`src/rtl/ssl_pkg.sv`:
```
package ssl_pkg;
    localparam int CTRL_W = 2;

    typedef enum logic [CTRL_W-1:0] {
        DST_B_REF  = 2'b00,
        DST_B_MAIN = 2'b01,
        DST_A_REF  = 2'b10,
        DST_A_MAIN = 2'b11
    } dst_e;
endpackage

```
`src/rtl/ssl_shifter.sv`:
```
module ssl_shifter #(
    parameter int WORD_W = 23
) (
    input  logic              clk,
    input  logic              rst_n,
    input  logic              ser_clk,
    input  logic              ser_data,
    output logic [WORD_W-1:0] word
);
    typedef struct packed {
        logic              clk_prev;
        logic [WORD_W-1:0] sh;
    } state_t;

    state_t s_d, s_q;
    logic   rise;

    assign rise = ser_clk && !s_q.clk_prev;

    always_comb begin
        s_d          = s_q;
        s_d.clk_prev = ser_clk;
        if (rise) begin
            s_d.sh = {s_q.sh[WORD_W-2:0], ser_data};
        end
    end

    always_ff @(posedge clk or negedge rst_n) begin
        if (!rst_n) s_q <= '0;
        else        s_q <= s_d;
    end

    assign word = s_q.sh;

    AST_SHIFT_IN: assert property (@(posedge clk) disable iff (!rst_n)
        (ser_clk && !s_q.clk_prev) |=> (word[0] == $past(ser_data)
                                         && word[WORD_W-1:1] == $past(word[WORD_W-2:0])));
    AST_SHIFT_HOLD: assert property (@(posedge clk) disable iff (!rst_n)
        !(ser_clk && !s_q.clk_prev) |=> $stable(word));
endmodule

```
`src/rtl/ssl_decode.sv`:
```
module ssl_decode
    import ssl_pkg::*;
#(
    parameter int WORD_W  = 23,
    parameter int REF_W   = 14,
    parameter int SWAL_W  = 7,
    parameter int PROG_W  = 11,
    parameter int MIN_DIV = 5
) (
    input  logic [WORD_W-1:0] word,
    output logic              chan_a,
    output logic              is_main,
    output logic [REF_W-1:0]  ref_val,
    output logic              pol,
    output logic              presc,
    output logic              mon,
    output logic [SWAL_W-1:0] swal,
    output logic [PROG_W-1:0] prog,
    output logic              ok
);
    localparam int REF_LO    = CTRL_W;
    localparam int POL_BIT   = REF_LO + REF_W;
    localparam int PRESC_BIT = POL_BIT + 1;
    localparam int MON_BIT   = PRESC_BIT + 1;
    localparam int SWAL_LO   = CTRL_W;
    localparam int PROG_LO   = SWAL_LO + SWAL_W;

    dst_e dst;

    always_comb begin
        dst     = dst_e'(word[CTRL_W-1:0]);
        chan_a  = (dst == DST_A_REF) || (dst == DST_A_MAIN);
        is_main = (dst == DST_A_MAIN) || (dst == DST_B_MAIN);
        ref_val = word[REF_LO +: REF_W];
        pol     = word[POL_BIT];
        presc   = word[PRESC_BIT];
        mon     = word[MON_BIT] && (dst == DST_A_REF);
        swal    = word[SWAL_LO +: SWAL_W];
        prog    = word[PROG_LO +: PROG_W];
        ok      = is_main ? (int'(prog) >= MIN_DIV) : (int'(ref_val) >= MIN_DIV);
    end
endmodule

```
`src/rtl/ssl_chan.sv`:
```
module ssl_chan #(
    parameter int REF_W   = 14,
    parameter int SWAL_W  = 7,
    parameter int PROG_W  = 11,
    parameter int MIN_DIV = 5
) (
    input  logic              clk,
    input  logic              rst_n,
    input  logic              ld_ref,
    input  logic              ld_main,
    input  logic [REF_W-1:0]  ref_in,
    input  logic              pol_in,
    input  logic              presc_in,
    input  logic [SWAL_W-1:0] swal_in,
    input  logic [PROG_W-1:0] prog_in,
    output logic [REF_W-1:0]  ref_o,
    output logic              pol_o,
    output logic              presc_o,
    output logic [SWAL_W-1:0] swal_o,
    output logic [PROG_W-1:0] prog_o
);
    typedef struct packed {
        logic [REF_W-1:0]  ref_div;
        logic              pol;
        logic              presc;
        logic [SWAL_W-1:0] swal;
        logic [PROG_W-1:0] prog;
    } chan_t;

    chan_t c_d, c_q;

    always_comb begin
        c_d = c_q;
        if (ld_ref) begin
            c_d.ref_div = ref_in;
            c_d.pol     = pol_in;
            c_d.presc   = presc_in;
        end
        if (ld_main) begin
            c_d.swal = swal_in;
            c_d.prog = prog_in;
        end
    end

    always_ff @(posedge clk or negedge rst_n) begin
        if (!rst_n) c_q <= '0;
        else        c_q <= c_d;
    end

    assign ref_o   = c_q.ref_div;
    assign pol_o   = c_q.pol;
    assign presc_o = c_q.presc;
    assign swal_o  = c_q.swal;
    assign prog_o  = c_q.prog;

    AST_CHAN_HOLD: assert property (@(posedge clk) disable iff (!rst_n)
        !(ld_ref || ld_main) |=> $stable({ref_o, pol_o, presc_o, swal_o, prog_o}));
    AST_REF_LEGAL: assert property (@(posedge clk) disable iff (!rst_n)
        (ref_o == '0) || (int'(ref_o) >= MIN_DIV));
    AST_PROG_LEGAL: assert property (@(posedge clk) disable iff (!rst_n)
        (prog_o == '0) || (int'(prog_o) >= MIN_DIV));
endmodule

```
`src/rtl/synth_serial_loader.sv`:
```
module synth_serial_loader #(
    parameter int WORD_W  = 23,
    parameter int REF_W   = 14,
    parameter int SWAL_W  = 7,
    parameter int PROG_W  = 11,
    parameter int MIN_DIV = 5
) (
    input  logic              clk,
    input  logic              rst_n,
    input  logic              ser_clk,
    input  logic              ser_data,
    input  logic              ser_le,
    output logic [REF_W-1:0]  a_ref_div,
    output logic [SWAL_W-1:0] a_swallow,
    output logic [PROG_W-1:0] a_prog,
    output logic              a_pol_inv,
    output logic              a_hi_presc,
    output logic [REF_W-1:0]  b_ref_div,
    output logic [SWAL_W-1:0] b_swallow,
    output logic [PROG_W-1:0] b_prog,
    output logic              b_pol_inv,
    output logic              b_hi_presc,
    output logic              mon_sel,
    output logic              cfg_err
);
    localparam int NCHAN = 2;

    typedef struct packed {
        logic mon;
        logic err;
    } top_t;

    logic [WORD_W-1:0] word;
    logic              chan_a, is_main, pol, presc, mon, ok;
    logic [REF_W-1:0]  ref_val;
    logic [SWAL_W-1:0] swal;
    logic [PROG_W-1:0] prog;

    logic [REF_W-1:0]  ref_arr   [NCHAN];
    logic [SWAL_W-1:0] swal_arr  [NCHAN];
    logic [PROG_W-1:0] prog_arr  [NCHAN];
    logic              pol_arr   [NCHAN];
    logic              presc_arr [NCHAN];

    top_t t_d, t_q;

    ssl_shifter #(.WORD_W(WORD_W)) u_shift (
        .clk(clk), .rst_n(rst_n), .ser_clk(ser_clk), .ser_data(ser_data), .word(word)
    );

    ssl_decode #(
        .WORD_W(WORD_W), .REF_W(REF_W), .SWAL_W(SWAL_W), .PROG_W(PROG_W), .MIN_DIV(MIN_DIV)
    ) u_dec (
        .word(word), .chan_a(chan_a), .is_main(is_main), .ref_val(ref_val), .pol(pol),
        .presc(presc), .mon(mon), .swal(swal), .prog(prog), .ok(ok)
    );

    // Channel index 0 is channel B (code MSB 0), index 1 is channel A (code MSB 1).
    for (genvar ch = 0; ch < NCHAN; ch++) begin : g_chan
        logic hit;
        assign hit = ser_le && ok && (chan_a == (ch == 1));

        ssl_chan #(
            .REF_W(REF_W), .SWAL_W(SWAL_W), .PROG_W(PROG_W), .MIN_DIV(MIN_DIV)
        ) u_chan (
            .clk(clk), .rst_n(rst_n),
            .ld_ref(hit && !is_main), .ld_main(hit && is_main),
            .ref_in(ref_val), .pol_in(pol), .presc_in(presc),
            .swal_in(swal), .prog_in(prog),
            .ref_o(ref_arr[ch]), .pol_o(pol_arr[ch]), .presc_o(presc_arr[ch]),
            .swal_o(swal_arr[ch]), .prog_o(prog_arr[ch])
        );
    end

    always_comb begin
        t_d = t_q;
        if (ser_le) begin
            if (!ok) t_d.err = 1'b1;
            else if (chan_a && !is_main) t_d.mon = mon;
        end
    end

    always_ff @(posedge clk or negedge rst_n) begin
        if (!rst_n) t_q <= '0;
        else        t_q <= t_d;
    end

    assign a_ref_div  = ref_arr[1];
    assign a_swallow  = swal_arr[1];
    assign a_prog     = prog_arr[1];
    assign a_pol_inv  = pol_arr[1];
    assign a_hi_presc = presc_arr[1];
    assign b_ref_div  = ref_arr[0];
    assign b_swallow  = swal_arr[0];
    assign b_prog     = prog_arr[0];
    assign b_pol_inv  = pol_arr[0];
    assign b_hi_presc = presc_arr[0];
    assign mon_sel    = t_q.mon;
    assign cfg_err    = t_q.err;

    AST_ERR_STICKY: assert property (@(posedge clk) disable iff (!rst_n)
        cfg_err |=> cfg_err);
    AST_BAD_WORD_DROPPED: assert property (@(posedge clk) disable iff (!rst_n)
        (ser_le && !ok) |=> ($stable({a_ref_div, a_swallow, a_prog, a_pol_inv, a_hi_presc,
                                       b_ref_div, b_swallow, b_prog, b_pol_inv, b_hi_presc,
                                       mon_sel}) && cfg_err));
    AST_IDLE_HOLD: assert property (@(posedge clk) disable iff (!rst_n)
        !ser_le |=> $stable({a_ref_div, a_swallow, a_prog, a_pol_inv, a_hi_presc,
                             b_ref_div, b_swallow, b_prog, b_pol_inv, b_hi_presc,
                             mon_sel, cfg_err}));
endmodule

```
`config.mk`:
```
export PLATFORM = sky130hd
export DESIGN_NAME = synth_serial_loader
export DESIGN_NICKNAME = d
export VERILOG_FILES = /design/src/rtl/ssl_pkg.sv /design/src/rtl/ssl_shifter.sv /design/src/rtl/ssl_decode.sv /design/src/rtl/ssl_chan.sv /design/src/rtl/synth_serial_loader.sv
export SDC_FILE = /design/constraint.sdc
export NUM_CORES = 1
export LEC_CHECK = 0
export BUFFER_PORTS_ARGS = -buffer_cell sky130_fd_sc_hd__buf_2
export CORE_ASPECT_RATIO = 1.5
export CORE_MARGIN = 2
export CORE_UTILIZATION = 55
export DETAILED_ROUTE_END_ITERATION = 8
export GPL_TIMING_DRIVEN = 0
export PLACE_DENSITY = 0.79
export SLEW_MARGIN = 20
export SYNTH_ARGS = -nofsm -noshare
export SYNTH_HDL_FRONTEND = slang
export SYNTH_HIERARCHICAL = 1
export SYNTH_SLANG_ARGS = --single-unit
export TNS_END_PERCENT = 20
```
`constraint.sdc`:
```
create_clock -name clk -period 3.8 [get_ports clk]
set_input_delay 0.19 -clock clk [delete_from_list [all_inputs] [get_ports clk]]
set_output_delay 0.19 -clock clk [all_outputs]
set_load 0.1 [all_outputs]
```
==> results.md <==
* Routability cong. at 0.735
* Clk sinks at 91
* Starting density of the core at 0.562
* Final Hold Vio Count at 0
* Die H at 111 um
* Syn nets at 272
* Max_cap viols at 0
* Vias in the first global route at 2,416
* Total number of vias at 2,233
* Synthesized instance count at 267
* TritonCTS Buffers at 9
* Commonest cells after routing, fill and taps aside: dfrtp_1, buf_2, mux2_4
* Slew Viols, Final at 0
* TNS Setup at 0 ns
* Final setup vio count at 0
* Reg2Reg Setup Slack at 1.61 ns
* Largest net degree at the start of global routing at 58
* GRT Total Usage at 0.196
* Io pins at 75
* Final setup margin at 1.61 ns
* Worst-path fanout max at 10
* Root buffer cell: clkbuf_16
* Critical Path AT at 2.41 ns
* Startpoint Class: flop
* Initial antenna violation count at 0
* Worst Setup End Kind: flop
* P&R area growth vs syn at 19.5%
* Layout Nets at 360
* Clk slew on worst S/H paths at 0.06 ns
* Post-route clock skew at 0.00538 ns
* Detailed Route WL at 7430 um
* CTS tree: done
* Syn Area/Cell at 15.8 um^2
* Worst R2R Path Depth at 8
* Core area at 0.00751 mm^2
* HP Class: in2reg
* Crit. Startpoint: u_shift/word[14]$_DFFE_PN0P_
* Max_slew headroom at 0.669
* Gr ovfl total at 0
* Post-Syn Area at 0.00422 mm^2
* Place WS at 1.64 ns
* RSZ-0062 raised after global routing: no
* WL per Instance at 16.1 um
* Worst path required time at 4.02 ns
* Ys Warns at 6
* Diode count at 0
* RR Endpoint: g_chan[1].u_chan/prog_o[6]$_DFFE_PN0P_
* # DRC at 0
* Commonest non-fill, non-tap cell in the layout: dfrtp_1
* Die area at 0.00841 mm^2
* Status: complete, no violations
* First-pass GRT wire length at 12,200 um
* Fin crit period at 2.19 ns
* H-tree Lvls at 3
* Share of cells above drive strength 1 at 0.678
* Resized Gates After CTS at 0
* Row count at 39
* Setup crit end: g_chan[1].u_chan/prog_o[6]$_DFFE_PN0P_
* DP HPWL at 5420 um
* Vias/cell at 4.83
* Crit Path Class: reg2reg
* DR iter-0 viols at 68
* Number of I/O port buffers at 74
* Worst R2R Start: u_shift/word[14]$_DFFE_PN0P_
* Worst skew pair latency at 0.34 ns
* Die X at 75.6 um
* Actual slew at the worst max-slew pin at 0.500 ns
* DRT Pass-1 Iters at 4
* Post-CTS Setup Bufs at 0
* Max Buffers Root-to-Sink at 2
* Fmax at 457 MHz
* Antenna-violating nets left at 0
* Worst Min Path Start: ser_data
* Period utilization at 0.576
## flip-flops by register name, indices dropped and copies added, names as in the netlist
register / flops
cfg_err: 1
g_chan.u_chan/pol_o: 2
g_chan.u_chan/presc_o: 2
g_chan.u_chan/prog_o: 22
g_chan.u_chan/ref_o: 28
g_chan.u_chan/swal_o: 14
mon_sel: 1
u_shift/s_q: 1
u_shift/word: 20
## metrics by stage
stage | instances | util | cell area, um^2 | hold slack [ns]
after floorplan | 267 | - | 4220 | -0.106
after global placement | 443 | 0.628 | 4720 | 0.318
after detailed placement | 444 | 0.632 | 4750 | 0.165
after CTS | 462 | 0.671 | 5050 | 0.0677
after global routing | 462 | 0.671 | 5050 | 0.0784
final | 462 | 0.671 | 5050 | 0.0806
## worst min path at each step
stage | endpoint | slack [ns] | cells after the start
6_report | u_shift/word[0]$_DFFE_PN0P_ | 0.08 | 2
5_1_grt | u_shift/word[0]$_DFFE_PN0P_ | 0.08 | 2
4_1_cts | u_shift/word[0]$_DFFE_PN0P_ | 0.07 | 2
3_5_place_dp | g_chan[0].u_chan/ref_o[1]$_DFFE_PN0P_ | 0.17 | 1
3_3_place_gp | u_shift/s_q[23]$_DFF_PN0_ | 0.32 | 1
2_1_floorplan | cfg_err$_DFFE_PN0P_ | -0.11 | 0
## per-layer routing
metal,up-vias,share of wire,global-route usage
met1,1141,0.43,0.250
met5,-,0,0
li1,1030,-,-
met3,13,0.038,0.0534
met4,0,0.026,0.0936
met2,49,0.51,0.303
## repair_timing
item	in CTS	in global routing
endpoints found under the hold margin	35	0
setup endpoints to repair	0	0
hold buffers	2	0
## cell type report
type                    count  area, um^2
multi-input cells         107        1350
flip-flops and latches     91        2280
repair buffers             77         420
inverters                   2        7.51
clock inverters             2        10.0
well taps                 102         128
plain buffers              67         589
clock buffers              14         264
fillers                   548        2470
## critical path: stages (launching register included)
cell	delay, ns
dfrtp_1	0.41
buf_4	0.16
nor4_1	0.31
nand2_1	0.12
a21o_1	0.22
and4_2	0.25
buf_6	0.15
buf_12	0.15
mux2_4	0.29
Power is not shown: default switching activity piles up to over one toggle a cycle in this logic, so the estimate is an artifact.
